`src/rtl/conio_pkg.sv`:
```
package conio_pkg;

  localparam int CHAR_W = 8;

  typedef enum logic [1:0] {
    OP_CMD   = 2'd0,
    OP_RDATA = 2'd1,
    OP_WDATA = 2'd2,
    OP_SENSE = 2'd3
  } bus_op_e;

  // status bit positions
  localparam int ST_OVR  = 7;
  localparam int ST_BRK  = 5;
  localparam int ST_BUSY = 3;
  localparam int ST_EX   = 2;

  // command field low bits
  localparam int CF_INT = 6;
  localparam int CF_DUP = 4;
  localparam int CF_DIR = 2;

  function automatic logic [6:0] fold_upper(input logic [6:0] c);
    return (c >= 7'h61 && c <= 7'h7A) ? (c - 7'h20) : c;
  endfunction

  // 01 sets, 10 clears, others keep
  function automatic logic apply_field(input logic [1:0] f, input logic cur);
    case (f)
      2'b01:   return 1'b1;
      2'b10:   return 1'b0;
      default: return cur;
    endcase
  endfunction

endpackage

```
`src/rtl/conio_rx_cond.sv`:
```
module conio_rx_cond
  import conio_pkg::*;
#(
  parameter int POLL_PERIOD = 64
) (
  input  logic              clk,
  input  logic              rst_n,
  input  logic [CHAR_W-1:0] kb_data,
  input  logic              cfg_ksr,
  input  logic              cfg_wide,
  output logic [CHAR_W-1:0] store_ch,
  output logic [6:0]        echo_ch,
  output logic              echo_nz,
  output logic              poll_tick
);
  localparam int PW = (POLL_PERIOD > 1) ? $clog2(POLL_PERIOD) : 1;
  localparam logic [PW-1:0] LAST = PW'(POLL_PERIOD - 1);

  logic [PW-1:0] cnt_q;
  logic [6:0]    low7;

  always_ff @(posedge clk) begin
    if (!rst_n)         cnt_q <= '0;
    else if (poll_tick) cnt_q <= '0;
    else                cnt_q <= cnt_q + 1'b1;
  end

  assign poll_tick = (cnt_q == LAST);

  always_comb begin
    low7    = cfg_ksr ? fold_upper(kb_data[6:0]) : kb_data[6:0];
    echo_ch = low7;
    echo_nz = (low7 != 7'd0);
    if (cfg_ksr)       store_ch = {1'b1, low7};
    else if (cfg_wide) store_ch = kb_data;
    else               store_ch = {1'b0, kb_data[6:0]};
  end

endmodule

```
`src/rtl/conio_tx_path.sv`:
```
module conio_tx_path
  import conio_pkg::*;
(
  input  logic              clk,
  input  logic              rst_n,
  input  logic              wr_stb,
  input  logic [CHAR_W-1:0] wr_data,
  input  logic              echo_stb,
  input  logic [6:0]        echo_data,
  input  logic              cfg_ksr,
  input  logic              cfg_wide,
  input  logic              pr_ready,
  output logic              pr_valid,
  output logic [CHAR_W-1:0] pr_data,
  output logic              tx_done,
  output logic              tx_idle
);
  logic [CHAR_W-1:0] tx_buf_q;
  logic              tx_act_q;
  logic [6:0]        echo_q;
  logic              echo_pend_q;
  logic              tx_lock_q;
  logic [CHAR_W-1:0] cond;
  logic              drop;
  logic              sel_echo;
  logic              full8;

  always_comb begin
    full8 = cfg_wide && !cfg_ksr;
    if (cfg_ksr)    cond = {1'b0, fold_upper(tx_buf_q[6:0])};
    else if (full8) cond = tx_buf_q;
    else            cond = {1'b0, tx_buf_q[6:0]};
    drop     = !full8 && (cond == 8'h00 || cond == 8'h7F);
    sel_echo = echo_pend_q && !tx_lock_q;
    pr_valid = sel_echo || (tx_act_q && !drop);
    pr_data  = sel_echo ? {1'b0, echo_q} : cond;
    tx_done  = tx_act_q && (drop || (!sel_echo && pr_ready));
    tx_idle  = !tx_act_q;
  end

  always_ff @(posedge clk) begin
    if (!rst_n) begin
      tx_buf_q    <= '0;
      tx_act_q    <= 1'b0;
      echo_q      <= '0;
      echo_pend_q <= 1'b0;
      tx_lock_q   <= 1'b0;
    end else begin
      if (wr_stb) begin
        tx_buf_q <= wr_data;
        tx_act_q <= 1'b1;
      end else if (tx_done) begin
        tx_act_q <= 1'b0;
      end
      if (echo_stb && !echo_pend_q) begin
        echo_q      <= echo_data;
        echo_pend_q <= 1'b1;
      end else if (sel_echo && pr_ready) begin
        echo_pend_q <= 1'b0;
      end
      tx_lock_q <= tx_act_q && !drop && !sel_echo && !pr_ready;
    end
  end

  a_r13_valid_held: assert property (@(posedge clk) disable iff (!rst_n)
    (pr_valid && !pr_ready) |=> pr_valid);

  a_r13_data_stable: assert property (@(posedge clk) disable iff (!rst_n)
    (pr_valid && !pr_ready && !wr_stb) |=> $stable(pr_data));

endmodule

```
`src/rtl/conio_flags.sv`:
```
module conio_flags
  import conio_pkg::*;
(
  input  logic              clk,
  input  logic              rst_n,
  input  logic              op_valid,
  input  bus_op_e           op_kind,
  input  logic [CHAR_W-1:0] op_data,
  input  logic              kb_valid,
  input  logic              kb_break,
  input  logic [CHAR_W-1:0] kb_store,
  input  logic              poll_tick,
  input  logic              tx_done,
  input  logic              tx_idle,
  output logic [CHAR_W-1:0] status,
  output logic [CHAR_W-1:0] rx_buf,
  output logic              irq,
  output logic              half_dup
);
  logic rd_q, fdx_q, chp_q, arm_q, req_q, busy_q, ovr_q, brk_q;
  logic rd_n, fdx_n, chp_n, arm_n, req_n, busy_n, ovr_n, brk_n;
  logic [CHAR_W-1:0] buf_q, buf_n;
  logic wr_now, rd_ready;

  always_comb begin
    rd_n = rd_q;  fdx_n = fdx_q; chp_n = chp_q; arm_n = arm_q;
    req_n = req_q; busy_n = busy_q; ovr_n = ovr_q; brk_n = brk_q;
    buf_n = buf_q;
    rd_ready = 1'b0;
    wr_now = op_valid && (op_kind == OP_WDATA);

    if (op_valid) begin
      case (op_kind)
        OP_CMD: begin
          case (op_data[CF_INT+1:CF_INT])
            2'b01: arm_n = 1'b1;
            2'b10: begin arm_n = 1'b0; req_n = 1'b0; end
            default: ;
          endcase
          fdx_n = apply_field(op_data[CF_DUP+1:CF_DUP], fdx_q);
          rd_n  = apply_field(op_data[CF_DIR+1:CF_DIR], rd_q);
          if (rd_n != rd_q) begin
            rd_ready = rd_n ? chp_q : (tx_idle || tx_done);
            if (rd_ready) begin
              busy_n = 1'b0;
              if (arm_n) req_n = 1'b1;
            end else begin
              busy_n = 1'b1;
              req_n  = 1'b0;
            end
          end else begin
            ovr_n = 1'b0;
          end
        end
        OP_RDATA: begin
          chp_n = 1'b0;
          if (rd_q) begin
            busy_n = 1'b1;
            ovr_n  = 1'b0;
          end
        end
        OP_WDATA: begin
          if (!rd_q) busy_n = 1'b1;
        end
        default: ;
      endcase
    end

    if (tx_done && !wr_now && !rd_n) begin
      busy_n = 1'b0;
      if (arm_n) req_n = 1'b1;
    end

    if (poll_tick) brk_n = 1'b0;

    if (kb_valid) begin
      if (rd_n) begin
        busy_n = 1'b0;
        if (arm_n) req_n = 1'b1;
        if (chp_n) ovr_n = 1'b1;
      end
      chp_n = 1'b1;
      buf_n = kb_store;
    end

    if (kb_break) begin
      brk_n = 1'b1;
      buf_n = '0;
      if (rd_n) begin
        busy_n = 1'b0;
        if (arm_n) req_n = 1'b1;
      end
    end
  end

  always_ff @(posedge clk) begin
    if (!rst_n) begin
      rd_q <= 1'b1; fdx_q <= 1'b1; chp_q <= 1'b0; arm_q <= 1'b0;
      req_q <= 1'b0; busy_q <= 1'b1; ovr_q <= 1'b0; brk_q <= 1'b0;
      buf_q <= '0;
    end else begin
      rd_q <= rd_n; fdx_q <= fdx_n; chp_q <= chp_n; arm_q <= arm_n;
      req_q <= req_n; busy_q <= busy_n; ovr_q <= ovr_n; brk_q <= brk_n;
      buf_q <= buf_n;
    end
  end

  always_comb begin
    status          = '0;
    status[ST_OVR]  = ovr_q;
    status[ST_BRK]  = brk_q;
    status[ST_BUSY] = busy_q;
    status[ST_EX]   = ovr_q | brk_q;
  end

  assign rx_buf   = buf_q;
  assign irq      = req_q;
  assign half_dup = !fdx_q;

  a_r3_irq_needs_arm: assert property (@(posedge clk) disable iff (!rst_n)
    req_q |-> arm_q);

  a_r6_read_sets_busy: assert property (@(posedge clk) disable iff (!rst_n)
    (op_valid && op_kind == OP_RDATA && rd_q && !kb_valid && !kb_break)
      |=> (busy_q && !ovr_q));

  a_r7_write_sets_busy: assert property (@(posedge clk) disable iff (!rst_n)
    (op_valid && op_kind == OP_WDATA && !rd_q) |=> busy_q);

  a_r8_second_char_overruns: assert property (@(posedge clk) disable iff (!rst_n)
    (kb_valid && chp_q && rd_q && !op_valid) |=> ovr_q);

  a_r10_break_visible: assert property (@(posedge clk) disable iff (!rst_n)
    kb_break |=> brk_q);

endmodule

```
`src/rtl/conio_ctrl.sv`:
```
module conio_ctrl
  import conio_pkg::*;
#(
  parameter int POLL_PERIOD = 64
) (
  input  logic       clk,
  input  logic       rst_n,
  input  logic       op_valid,
  input  logic [1:0] op_kind,
  input  logic [7:0] op_data,
  output logic [7:0] bus_rdata,
  output logic       irq,
  input  logic       kb_valid,
  input  logic [7:0] kb_data,
  input  logic       kb_break,
  output logic       pr_valid,
  output logic [7:0] pr_data,
  input  logic       pr_ready,
  input  logic       cfg_ksr,
  input  logic       cfg_wide
);
  bus_op_e           op_e;
  logic [CHAR_W-1:0] store_ch, status, rx_buf;
  logic [6:0]        echo_ch;
  logic              echo_nz, poll_tick, tx_done, tx_idle, half_dup;
  logic              wr_stb, echo_stb;

  assign op_e     = bus_op_e'(op_kind);
  assign wr_stb   = op_valid && (op_e == OP_WDATA);
  assign echo_stb = kb_valid && !kb_break && half_dup && echo_nz;

  conio_rx_cond #(.POLL_PERIOD(POLL_PERIOD)) u_rx (
    .clk(clk), .rst_n(rst_n), .kb_data(kb_data),
    .cfg_ksr(cfg_ksr), .cfg_wide(cfg_wide),
    .store_ch(store_ch), .echo_ch(echo_ch), .echo_nz(echo_nz),
    .poll_tick(poll_tick)
  );

  conio_tx_path u_tx (
    .clk(clk), .rst_n(rst_n), .wr_stb(wr_stb), .wr_data(op_data),
    .echo_stb(echo_stb), .echo_data(echo_ch),
    .cfg_ksr(cfg_ksr), .cfg_wide(cfg_wide), .pr_ready(pr_ready),
    .pr_valid(pr_valid), .pr_data(pr_data),
    .tx_done(tx_done), .tx_idle(tx_idle)
  );

  conio_flags u_flags (
    .clk(clk), .rst_n(rst_n), .op_valid(op_valid), .op_kind(op_e),
    .op_data(op_data), .kb_valid(kb_valid), .kb_break(kb_break),
    .kb_store(store_ch), .poll_tick(poll_tick),
    .tx_done(tx_done), .tx_idle(tx_idle),
    .status(status), .rx_buf(rx_buf), .irq(irq), .half_dup(half_dup)
  );

  always_comb begin
    bus_rdata = '0;
    if (op_valid && op_e == OP_RDATA)      bus_rdata = rx_buf;
    else if (op_valid && op_e == OP_SENSE) bus_rdata = status;
  end

endmodule

```
`config.mk`:
```
export PLATFORM = sky130hd
export DESIGN_NAME = conio_ctrl
export DESIGN_NICKNAME = d
export VERILOG_FILES = /design/src/rtl/conio_pkg.sv /design/src/rtl/conio_rx_cond.sv /design/src/rtl/conio_tx_path.sv /design/src/rtl/conio_flags.sv /design/src/rtl/conio_ctrl.sv
export SDC_FILE = /design/constraint.sdc
export NUM_CORES = 1
export LEC_CHECK = 0
export ABC_AREA = 1
export BUFFER_PORTS_ARGS = -buffer_cell sky130_fd_sc_hd__buf_4
export CORE_ASPECT_RATIO = 1.5
export CORE_MARGIN = 8
export CORE_UTILIZATION = 56
export CTS_CLUSTER_SIZE = 16
export DETAILED_ROUTE_END_ITERATION = 10
export MAX_ROUTING_LAYER = met4
export PLACE_DENSITY = 0.85
export SLEW_MARGIN = 20
export SYNTH_ARGS = -nofsm -noshare
export SYNTH_HDL_FRONTEND = slang
export SYNTH_HIERARCHICAL = 1
export SYNTH_SLANG_ARGS = --single-unit
```
`constraint.sdc`:
```
create_clock -name clk -period 2.1 [get_ports clk]
set_input_delay 0.105 -clock clk [delete_from_list [all_inputs] [get_ports clk]]
set_output_delay 0.105 -clock clk [all_outputs]
set_load 0.1 [all_outputs]
```
; After elaboration in Yosys (flattened, before gate mapping)
; Index checks and enable logic that the tools add are counted.
[word_totals]
reg_bits = 40
out_inout_bits = 18
[classes]
addsub = 3
magnitude_cmp = 4
n_eq_ne = 12
muxes = 65
n_bitwise = 2
n_reduce_logical = 46
[op_table]
columns = operator, count
row1 = 8-bit 2-to-1 mux, 7
row2 = 1-bit 2-to-1 mux, 50
row3 = 7-bit 2-to-1 mux, 3
row4 = 1-bit logical AND, 20
row5 = 7-bit greater-or-equal comparator (second input constant), 2
row6 = 7-bit <= comparator (second input constant), 2
row7 = 7-bit by 6-bit subtractor with 7-bit output (second input constant), 2
row8 = 1-bit logical NOT, 12
row9 = 2-bit equality test (second input constant), 5
row10 = 2-bit by 1-bit equality test with 1-bit output (second input constant), 4
row11 = 8-bit by 7-bit equality test with 1-bit output (second input constant), 1
row12 = 8-bit logical NOT, 1
row13 = 1-bit case mux with 2 select lines, 4
row14 = 2-bit nonzero test, 4
row15 = 7-bit nonzero test, 1
row16 = 6-bit by 1-bit adder with 6-bit output (second input constant), 1
row17 = 6-bit equality test (second input constant), 1
row18 = 1-bit logical OR, 4
row19 = 2-bit OR reduction, 2
row20 = 1-bit case mux with 3 select lines, 1
row21 = 3-bit AND reduction, 1
row22 = 2-bit logical NOT, 1
row23 = 1-bit inequality test, 1
row24 = 1-bit NOT, 1
row25 = 1-bit OR, 1

; Longest topological paths before layout
; Gate-level depths: netlist (run 1).
[logic_depth]
word_depth = 23
ltp_mapped = 19
ltp_nobuf = 19

; Modules after synthesis
; The synthesis (run 1) kept the hierarchy.
[modules_own_cells]
columns = mod, instances, cells_each, area_each_um2, seq_area_each_um2
row1 = conio_flags, 1, 145, 943.4, 320.3
row2 = conio_tx_path, 1, 138, 904.6, 360.3
row3 = conio_rx_cond, 1, 76, 511.7, 120.1
row4 = conio_ctrl, 1, 34, 219.0, 0.0

; Worst setup path after synthesis (run 1)
; OpenSTA, ideal clock, no wires.
[synth_timing]
path_type = register to output
startpoint = register u_tx.tx_buf_q[5]
endpoint = output pr_data[6]
t_arrival_ns = 3.096
required_time_ns = 1.995
setup_slack_ns = -1.101
path_stages_with_launch = 8
n_path_buf = 0
cell_sequence = dfxtp_1 ha_1 nand3_1 nor2_1 nand2_2 nand4_1 nand2_2 o21ai_0
[synth_between]
elab_chain_len = 5
[synth_lines]
columns = item, line_no
row1 = from (decl), conio_tx_path.sv:18  ; logic [CHAR_W-1:0] tx_buf_q;
row2 = from (signal assigned), conio_tx_path.sv:50  ; tx_buf_q <= wr_data;
row3 = 7-bit greater-or-equal comparator or 7-bit <= comparator (tied branches), conio_pkg.sv:24  ; return (c >= 7'h61 && c <= 7'h7A) ? (c - 7'h20) : c;
row4 = 1-bit logical AND, conio_pkg.sv:24
row5 = 7-bit 2-to-1 mux *, conio_pkg.sv:24
row6 = 8-bit 2-to-1 mux *, conio_tx_path.sv:30  ; if (cfg_ksr) cond = {1'b0, fold_upper(tx_buf_q[6:0])};
row7 = 8-bit 2-to-1 mux *, conio_tx_path.sv:36  ; pr_data = sel_echo ? {1'b0, echo_q} : cond;
row8 = to (decl), conio_ctrl.sv:17  ; output logic [7:0] pr_data,
; Mark *: on every way between the ends. The rest lies on a longest branch, timed or not.

; Final worst setup path (run 1)
[layout_timing]
startpoint = register u_tx.tx_buf_q[5]
endpoint = register u_flags.busy_q
[layout_between]
elab_chain_len = 20
[layout_lines]
columns = item, line_no
row1 = 7-bit greater-or-equal comparator or 7-bit <= comparator (tied branches), conio_pkg.sv:24
row2 = 1-bit logical AND, conio_pkg.sv:24
row3 = 7-bit 2-to-1 mux, conio_pkg.sv:24
row4 = 8-bit 2-to-1 mux *, conio_tx_path.sv:30
row5 = 8-bit by 7-bit equality test with 1-bit output or 8-bit logical NOT (tied branches), conio_tx_path.sv:33  ; drop = !full8 && (cond == 8'h00 || cond == 8'h7F);
row6 = 1-bit logical OR *, conio_tx_path.sv:33
row7 = 1-bit logical AND *, conio_tx_path.sv:33
row8 = 1-bit logical OR *, conio_tx_path.sv:37  ; tx_done = tx_act_q && (drop || (!sel_echo && pr_ready));
row9 = [1 not listed], --
row10 = net tx_done, conio_ctrl.sv:25  ; logic echo_nz, poll_tick, tx_done, tx_idle, half_dup;
row11 = [3 not listed], --
row12 = 1-bit 2-to-1 mux, conio_flags.sv:42  ; if (rd_n != rd_q) begin
row13 = 1-bit case mux with 3 select lines, conio_flags.sv:33  ; case (op_kind)
row14 = 1-bit 2-to-1 mux, conio_flags.sv:32  ; if (op_valid) begin
row15 = 1-bit 2-to-1 mux *, conio_flags.sv:69  ; if (tx_done && !wr_now && !rd_n) begin
row16 = 1-bit 2-to-1 mux, conio_flags.sv:77  ; if (rd_n) begin
row17 = 1-bit 2-to-1 mux *, conio_flags.sv:76  ; if (kb_valid) begin
row18 = 1-bit 2-to-1 mux, conio_flags.sv:89  ; if (rd_n) begin
row19 = 1-bit 2-to-1 mux *, conio_flags.sv:86  ; if (kb_break) begin
row20 = to (signal assigned), conio_flags.sv:103  ; req_q <= req_n; busy_q <= busy_n; ovr_q <= ovr_n; brk_q <= brk_n;
row21 = to (decl), conio_flags.sv:20  ; logic rd_q, fdx_q, chp_q, arm_q, req_q, busy_q, ovr_q, brk_q;
; The timed path passes the listed nets; every way through them passes the cells marked *.
; A chain may end at the register's enable or synchronous reset.

==> results.py, run 1 <==
metrics = {
    "timing": {
        "fmax_ghz": 0.480,
        "fin_hold_ws_ns": 0.0233,
        "fin_skew_ns": 0.00353,
        "setup_ws_ns": 0.0178,
        "fin_crit_ns": 2.08,
        "hold_violations": 0,
        "drv_slew": 0,
        "post-route-period-util_pct": 99.2,
        "finalSetupViolations": 0,
    },
    "routing": {
        "drt_pre_antenna_iters": 4,
        "postRouteAntennaNets": 0,
        "vias_per_cell": 5.42,
        "routed_wl_um": 6630,
        "vias": 2567,
        "drc_errors": 0,
        "wl_per_cell_um": 14.0,
        "drt_iter0_drc": 167,
    },
    "floorplanning": {
        "rows": 30,
        "dieArea_um2": 7080,
        "core_um2": 4470,
        "die_y_um": 99.1,
        "die_w_um": 71.4,
        "num_io_pins": 44,
        "start_util_pct": 57.7,
    },
    "global_route": {
        "grt_max_degree": 25,
        "grt_pass1_vias": 2540,
        "grt_antenna_before_repair": 0,
        "grt_usage_pct": 18.6,
        "overflow": 0,
        "grt_pass1_wl_um": 10600,
    },
    "critical_path": {
        "start_kind": "flip-flop",
        "required_ns": 2.29,
        "reg2reg_slack_ns": 0.02,
        "worstPathMaxFanout": 3,
        "cp_data_arrival_time_ns": 2.27,
        "end_kind": "flip-flop",
        "crit_type": "flip-flop to flip-flop",
    },
    "final_layout": {
        "drive_gt1_share_pct": 25.8,
        "nets": 458,
        "diodes": 0,
        "area_growth_pct": 17.3,
    },
    "synth": {
        "yosys-top-cells-area": "dfxtp_1, nand2_1, nor2_1",
        "ys_warn_count": 6,
        "synth_top_cell_by_area": "dfxtp_1",
        "yosys_register_bits": 40,
        "synth_cell_types": 31,
        "netlist_area_um2": 2580,
        "synthTopCellsByCount": "nand2_1, nor2_1, inv_1",
        "synth_most_common_cell": "nand2_1",
        "async_flop_share_pct": 0,
        "synth-edff-count": 0,
        "synthCells": 393,
        "synth_top_area_share_pct": 31.1,
        "yosysSeqAreaShare_pct": 31.1,
        "synth_area_per_cell_um2": 6.56,
        "synthFlopType": "dfxtp_1",
    },
    "placement": {
        "gp_congestion": 1.02,
        "port_buffers": 43,
        "dpl_worst_slack_ns": 0.0252,
        "dp_hpwl_um": 4660,
    },
    "clock_tree": {
        "cts-buffers-inserted": 5,
        "insertion_delay_ns": 0.29,
        "clock_path_buffers": 2,
        "clock-sinks": 40,
        "ctsHtreeMaxLevel": 2,
        "cts_root_buf": "clkbuf_8",
        "tritoncts": "built",
        "path_clk_slew_ns": 0.08,
    },
    "power": {
        "vdd_drop_max_uv": 704,
        "cellLeakagePower_uw": 0.00144,
        "power.density_nw_per_um2": 619,
    },
    "run": {
        "maxCapViolCount": 0,
    },
    "worst_hold_path": {
        "holdCritPathClass": "primary input to flip-flop",
    },
    "run_status": {
        "status": "completed",
    },
}
## cell type report
type                            count  area, um^2
Clock buffer                        5        68.8
Inverter                           52         198
Fill cell                         366        1440
Tap cell                           48        60.1
Clock inverter                      3        42.5
Multi-Input combinational cell    276        1450
Sequential cell                    40         813
Timing Repair Buffer               50         395
## kinds of logic (layout without fill, tap and decap cells)
kind of cell | after synthesis | count (layout) | synth area share (%)
AO/OA/AOI/OAI | 54 | 54 | 11.6
XOR/XNOR | 1 | 1 | 0.340
adder cells (fa/ha/maj) | 7 | 7 | 3.40
buffers and inverters | 80 | 110 | 16.4
flip-flops | 40 | 40 | 31.1
other | 1 | 4 | 0.145
AND/OR/NAND/NOR | 210 | 210 | 37.0
## stage by stage
step / power, uW / instances / cell area, um^2 / utilization, % / TNS, ns
2_1_floorplan: 1150 / 396 / 2590 / - / -1.75
3_3_place_gp: 1230 / 460 / 2760 / 61.8 / 0
3_5_place_dp: 1230 / 460 / 2760 / 61.8 / 0
4_1_cts: 1850 / 468 / 2880 / 64.5 / -0.00333
5_1_grt: 1960 / 474 / 3020 / 67.7 / -0.262
6_report: 1870 / 474 / 3020 / 67.7 / 0
## worst max-delay path, cell delays in order (launching register included)
cell	delay [ns]
dfxtp_4	0.38
ha_4	0.14
nand3_2	0.10
nor2_4	0.14
nand2_4	0.08
nand4_1	0.14
nand3_2	0.10
o21ai_2	0.16
nand2_2	0.09
a21oi_2	0.17
nor2_1	0.05
nand2_1	0.09
nand3_2	0.11
nand2_2	0.09
nand2_1	0.04
nand2_1	0.06
nand2_1	0.04
## sequential cells by signal (all words and copies together), names as in the netlist
signal,count
u_flags/irq,1
u_flags/ovr_q,1
u_flags/chp_q,1
u_flags/arm_q,1
u_tx/tx_lock_q,1
u_tx/tx_act_q,1
u_flags/brk_q,1
u_flags/fdx_q,1
u_tx/echo_q,7
u_rx/cnt_q,6
u_flags/rx_buf,8
u_flags/rd_q,1
u_tx/tx_buf_q,8
u_tx/echo_pend_q,1
u_flags/busy_q,1
## power breakdown
part | leakage [uW] | total (uW) | switching (uW) | internal [uW]
clock network | 0.0000541 | 617 | 266 | 351
registers | 0.000329 | 816 | 28.2 | 788
logic | 0.00105 | 440 | 301 | 139
total | 0.00144 | 1870 | 595 | 1280
## routing by layer
metal / track usage (%) / wire length [um] / vias up
li1: - / - / 1293
met2: 32.2 / 3500 / 91
met1: 18.9 / 2570 / 1164
met3: 4.83 / 386 / 19
met4: 9.18 / 167 / 0
met5: - / 0 / -
## worst paths after layout
path,startpoint,endpoint,cells after the start
worst max-delay path,u_tx/tx_buf_q[5],u_flags/busy_q,16
worst min-delay path,pr_ready,u_tx/echo_pend_q,2
worst max register to register,u_tx/tx_buf_q[5],u_flags/busy_q,16
worst min register to register,u_flags/rx_buf[5],u_flags/rx_buf[5],2
## cells in the final DEF (no fill, tap or decap), drive strengths merged
cell	netlist	routed
clkbuf	3	5
dfxtp	40	40
nand3	25	25
or2	1	1
clkinvlp	0	1
nor3	1	1
nand4	19	19
nor2	54	54
bufinv	0	1
nand2	107	107
nor3b	2	2
o21ai	28	28
conb	1	4
inv	49	49
o311ai	1	1
a21oi	25	25
clkinv	3	4
xor2	1	1
ha	7	7
buf	25	50
nand3b	1	1
## what timing repair did
| item | CTS | global route |
|---|---|---|
| pin swaps | 0 | 15 |
| endpoints found under the setup margin | 3 | 4 |
| resized for setup | 3 | 28 |
| setup buffers | 0 | 6 |
| hold buffers | 0 | 0 |
Note: power is estimated with default switching activity, not from simulation.
==> run 2, diff against run 1 <==
MAX_ROUTING_LAYER = default   (was met4)
==> run 2 against run 1 <==
Compared with the run above:
- global-route usage is 0.55 points lower
- sequential share of layout area is 0.061 points lower
- final cell count stayed put
- critical path depth is 2 higher
- register-to-register slack worse by 0.02 ns
- sequential power hardly changed
- utilization is 0.056 points lower
- combinational power hardly changed
- critical path type unchanged
- critical endpoint unchanged
- highest routed layer unchanged
==> results.py, run 2 (synthesized netlist as in run 1, its figures left out) <==
metrics = {
    "final_layout": {
        "final_cell_mix": "nand2_1, nor2_1, buf_4",
        "nets": 458,
        "drive_gt1_share_pct": 25.8,
        "layout_commonest_cell": "nand2_1",
        "area_growth_pct": 17.2,
        "fin_util_pct": 67.6,
        "diodes": 0,
    },
    "timing": {
        "finalSetupViolations": 0,
        "fin_hold_ws_ns": 0.0142,
        "hold_violations": 0,
        "fmax_ghz": 0.476,
        "post-route-period-util_pct": 99.9,
        "fin_skew_ns": 0.00322,
        "drv_slew": 0,
        "fin_crit_ns": 2.10,
    },
    "power": {
        "p_int_uw": 1280,
        "vdd_drop_max_uv": 704,
        "power.density_nw_per_um2": 622,
        "p_clk_share_pct": 33.1,
        "power.switching_uw": 600,
        "power_frac_seq_pct": 43.5,
        "swShare_pct": 31.9,
        "cellLeakagePower_uw": 0.00144,
        "p_comb_share_pct": 23.4,
    },
    "global_route": {
        "grt_antenna_before_repair": 0,
        "grt_pass1_wl_um": 10600,
        "overflow": 0,
        "grt_max_degree": 25,
        "grt_usage_pct": 18.1,
        "grt_pass1_vias": 2553,
    },
    "clock_tree": {
        "cts-buffers-inserted": 5,
        "clock_path_buffers": 2,
        "ctsHtreeMaxLevel": 2,
        "cts_root_buf": "clkbuf_8",
        "tritoncts": "built",
        "insertion_delay_ns": 0.29,
        "path_clk_slew_ns": 0.08,
        "clock-sinks": 40,
    },
    "floorplanning": {
        "rows": 30,
        "die_w_um": 71.4,
        "dieArea_um2": 7080,
        "core_um2": 4470,
        "start_util_pct": 57.7,
        "die_y_um": 99.1,
        "num_io_pins": 44,
    },
    "routing": {
        "drt_pre_antenna_iters": 4,
        "drc_errors": 0,
        "drt_iter0_drc": 150,
        "top_layer": "met4",
        "wl_met1_um": 2480,
        "vias_per_cell": 5.47,
        "wl_per_cell_um": 14.0,
        "dr_wl_met3_um": 525,
        "routed_wl_um": 6630,
        "postRouteAntennaNets": 0,
        "wl_met2_um": 3420,
        "vias": 2592,
    },
    "critical_path": {
        "required_ns": 2.29,
        "crit_type": "flip-flop to flip-flop",
        "end_kind": "flip-flop",
        "start_kind": "flip-flop",
        "cp_data_arrival_time_ns": 2.29,
        "worstPathMaxFanout": 3,
    },
    "placement": {
        "gp_congestion": 1.00,
        "port_buffers": 43,
        "dp_hpwl_um": 4660,
    },
    "worst_hold_path": {
        "holdCritPathClass": "primary input to flip-flop",
    },
    "run": {
        "maxCapViolCount": 0,
    },
    "run_status": {
        "status": "completed",
    },
}
-- run 2: critical path: stages (launching register included) --
cell,delay (ns)
dfxtp_2,0.37
buf_6,0.11
nand2_1,0.06
inv_1,0.07
nand3_2,0.09
nand2_4,0.10
nand3_4,0.08
nand2_2,0.11
nand3_2,0.09
o21ai_2,0.15
nand2_2,0.09
a21oi_2,0.17
nor2_1,0.05
nand2_1,0.09
nand3_2,0.11
nand2_2,0.09
nand2_1,0.05
nand2_1,0.06
nand2_1,0.04
-- run 2: metrics by stage --
| stage | area, um^2 | setup WS (ns) | power (uW) | setup TNS (ns) | std cells |
|---|---|---|---|---|---|
| 6_report | 3020 | 0.00124 | 1880 | 0 | 474 |
| 5_1_grt | 3020 | -0.107 | 1970 | -0.263 | 474 |
| 4_1_cts | 2880 | -0.00333 | 1850 | -0.00333 | 468 |
| 3_5_place_dp | 2760 | 0.0252 | 1230 | 0 | 460 |
| 3_3_place_gp | 2760 | 0.164 | 1230 | 0 | 460 |
| 2_1_floorplan | 2590 | -0.701 | 1150 | -1.75 | 396 |
-- run 2: power by group through the flow --
| stage | logic (uW) | registers (uW) | clock network [uW] |
|---|---|---|---|
| floorplan | 325 | 826 | 0 |
| global placement | 397 | 829 | 0 |
| detailed placement | 404 | 831 | 0 |
| CTS | 410 | 813 | 630 |
| global route | 478 | 820 | 669 |
| finish | 440 | 816 | 622 |
-- run 2: layout make-up --
| cell class | instances | area (um^2) |
|---|---|---|
| fill | 366 | 1450 |
| inverter | 52 | 198 |
| timing repair buffer | 50 | 395 |
| sequential | 40 | 811 |
| clock buffer | 5 | 68.8 |
| multi-input combinational | 276 | 1450 |
| clock inverter | 3 | 42.5 |
| tap | 48 | 60.1 |
-- run 2: timing repair --
item                       4_1_cts  5_1_grt
setup buffers                    0        6
setup endpoints to repair        3        4
pin swaps                        0       15
gates resized for setup          3       27
hold buffers                     0        0
-- run 2: layer usage --
metal	track usage, %	up-vias
met2	32.1	102
met4	9.50	0
met5	0	-
met1	18.4	1169
li1	-	1299
met3	5.44	22
-- run 2: path summary, 6_finish.rpt --
| check | start | endpoint | slack (ns) | cells past startpoint |
|---|---|---|---|---|
| setup reg to reg | u_tx/tx_buf_q[6] | u_flags/busy_q | 0.001 | 18 |
| hold reg to reg | u_flags/rx_buf[5] | u_flags/rx_buf[5] | 0.46 | 2 |
| setup / recovery | u_tx/tx_buf_q[6] | u_flags/busy_q | 0.001 | 18 |
| hold / removal | pr_ready | u_tx/echo_pend_q | 0.01 | 2 |
==> run 3, diff against run 2 <==
CELL_PAD_IN_SITES_DETAIL_PLACEMENT = 0   (was default)
CELL_PAD_IN_SITES_GLOBAL_PLACEMENT = 1   (was default)
CORE_UTILIZATION = 39   (was 56)
PLACE_DENSITY = 0.84   (was 0.85)
==> run 3 against run 2 <==
Compared with the run above:
- non-clock buffer count down 1
- worst setup slack better by 0.14 ns
- largest cell class unchanged
- count of clock-buffer cells in the layout unchanged
- total power up 0.50%
- sequential power about the same
- critical path depth down 5
- maximum frequency up 7.0%
- routed wire length down 2.5%
- via count down 4.7%
- sequential cell count unchanged
==> results.py, run 3 (synthesized netlist as in run 1, its figures left out) <==
metrics = {
    "clock_tree": {
        "tritoncts": "built",
        "path_clk_slew_ns": 0.08,
        "cts-buffers-inserted": 5,
        "ctsHtreeMaxLevel": 2,
        "insertion_delay_ns": 0.29,
        "hold_buffers": 0,
        "cts_root_buf": "clkbuf_8",
        "clock_path_buffers": 2,
        "clock-sinks": 40,
    },
    "timing": {
        "fin_crit_ns": 1.96,
        "finalSetupViolations": 0,
        "fmax_ghz": 0.510,
        "hold_violations": 0,
        "drv_slew": 0,
        "setup_ws_ns": 0.138,
        "post-route-period-util_pct": 93.4,
        "fin_hold_ws_ns": 0.0146,
        "fin_skew_ns": 0.00461,
        "fin_tns_setup_ns": 0,
    },
    "routing": {
        "drt_iter0_drc": 140,
        "postRouteAntennaNets": 0,
        "wl_per_cell_um": 12.9,
        "drc_errors": 0,
        "vias_per_cell": 4.93,
        "routed_wl_um": 6470,
        "vias": 2471,
        "drt_pre_antenna_iters": 4,
    },
    "final_layout": {
        "drive_gt1_share_pct": 24.9,
        "regArea_um2": 813,
        "diodes": 0,
        "layout_commonest_cell": "nand2_1",
        "final_cell_mix": "nand2_1, nor2_1, buf_4",
        "multi_input_area_um2": 1420,
        "nets": 457,
        "area_growth_pct": 17.2,
        "fillCellCount": 702,
        "design_area_um2": 3020,
    },
    "floorplanning": {
        "dieArea_um2": 9520,
        "num_io_pins": 44,
        "rows": 36,
        "core_um2": 6440,
        "die_y_um": 116,
        "start_util_pct": 40.0,
        "die_w_um": 82.4,
    },
    "run_status": {
        "status": "completed",
    },
    "global_route": {
        "grt_pass1_wl_um": 11000,
        "grt_pass1_vias": 2432,
        "grt_usage_pct": 14.4,
        "grt_antenna_before_repair": 0,
        "grt_max_degree": 25,
        "overflow": 0,
    },
    "placement": {
        "dpl_cell_area_um2": 2790,
        "gp_congestion": 0.913,
        "port_buffers": 43,
        "dp_hpwl_um": 5030,
        "dpl_worst_slack_ns": 0.0503,
    },
    "critical_path": {
        "cp_data_arrival_time_ns": 1.86,
        "start_kind": "flip-flop",
        "reg2reg_slack_ns": 0.17,
        "end_kind": "output pin",
        "crit_type": "flip-flop to output pin",
        "required_ns": 2.00,
        "worstPathMaxFanout": 3,
    },
    "worst_hold_path": {
        "holdCritPathClass": "primary input to flip-flop",
    },
    "power": {
        "cellLeakagePower_uw": 0.00143,
        "power.density_nw_per_um2": 625,
        "vdd_drop_max_uv": 404,
    },
    "run": {
        "maxCapViolCount": 0,
    },
}
run 3: stage by stage:
| step | utilization (%) | total power (uW) | instances |
|---|---|---|---|
| 3_5_place_dp | 43.4 | 1240 | 488 |
| 6_report | 46.9 | 1890 | 501 |
| 2_1_floorplan | - | 1150 | 396 |
| 5_1_grt | 46.9 | 2000 | 501 |
| 4_1_cts | 45.3 | 1900 | 496 |
| 3_3_place_gp | 43.4 | 1240 | 488 |
run 3: path summary, 6_finish.rpt:
| path | endpoint | cells past startpoint | start |
|---|---|---|---|
| setup / recovery | pr_valid | 13 | u_tx/tx_buf_q[6] |
| hold reg to reg | u_flags/rx_buf[5] | 2 | u_flags/rx_buf[5] |
| hold / removal | u_tx/echo_pend_q | 2 | pr_ready |
| setup reg to reg | u_flags/irq | 18 | u_tx/tx_buf_q[6] |
run 3: power breakdown:
| part | switching, uW | internal, uW |
|---|---|---|
| Sequential | 26.9 | 788 |
| Combinational | 291 | 133 |
| Clock | 291 | 358 |
| Total | 609 | 1280 |
run 3: area by class of cell:
| class | instances | area share [%] |
|---|---|---|
| multi-input combinational | 276 | 47.0 |
| sequential | 40 | 26.9 |
| tap | 76 | 3.15 |
| clock inverter | 3 | 1.53 |
| inverter | 52 | 6.54 |
| timing repair buffer | 49 | 12.6 |
| clock buffer | 5 | 2.28 |
run 3: repair_timing:
item / in CTS / in global routing
endpoints found under the setup margin: 1 / 3
gates resized for setup: 3 / 20
setup buffers: 0 / 5
pin swaps: 0 / 6
run 3: critical path, stage by stage, from the launching register on:
cell     delay (ns)
dfxtp_4        0.37
buf_4          0.11
nand2_1        0.06
inv_1          0.05
nand3_1        0.07
nand2_2        0.09
nand3_2        0.09
nand2_2        0.09
nand3_2        0.07
o21ai_2        0.14
nand2_2        0.09
nand2_2        0.08
nand2_2        0.07
buf_12         0.17
run 3: per-layer routing:
metal	share of wire [%]	GRT usage, %
met4	1.4	5.65
met1	43	16.3
met2	50	25.1
met3	5.5	3.34
met5	0	0
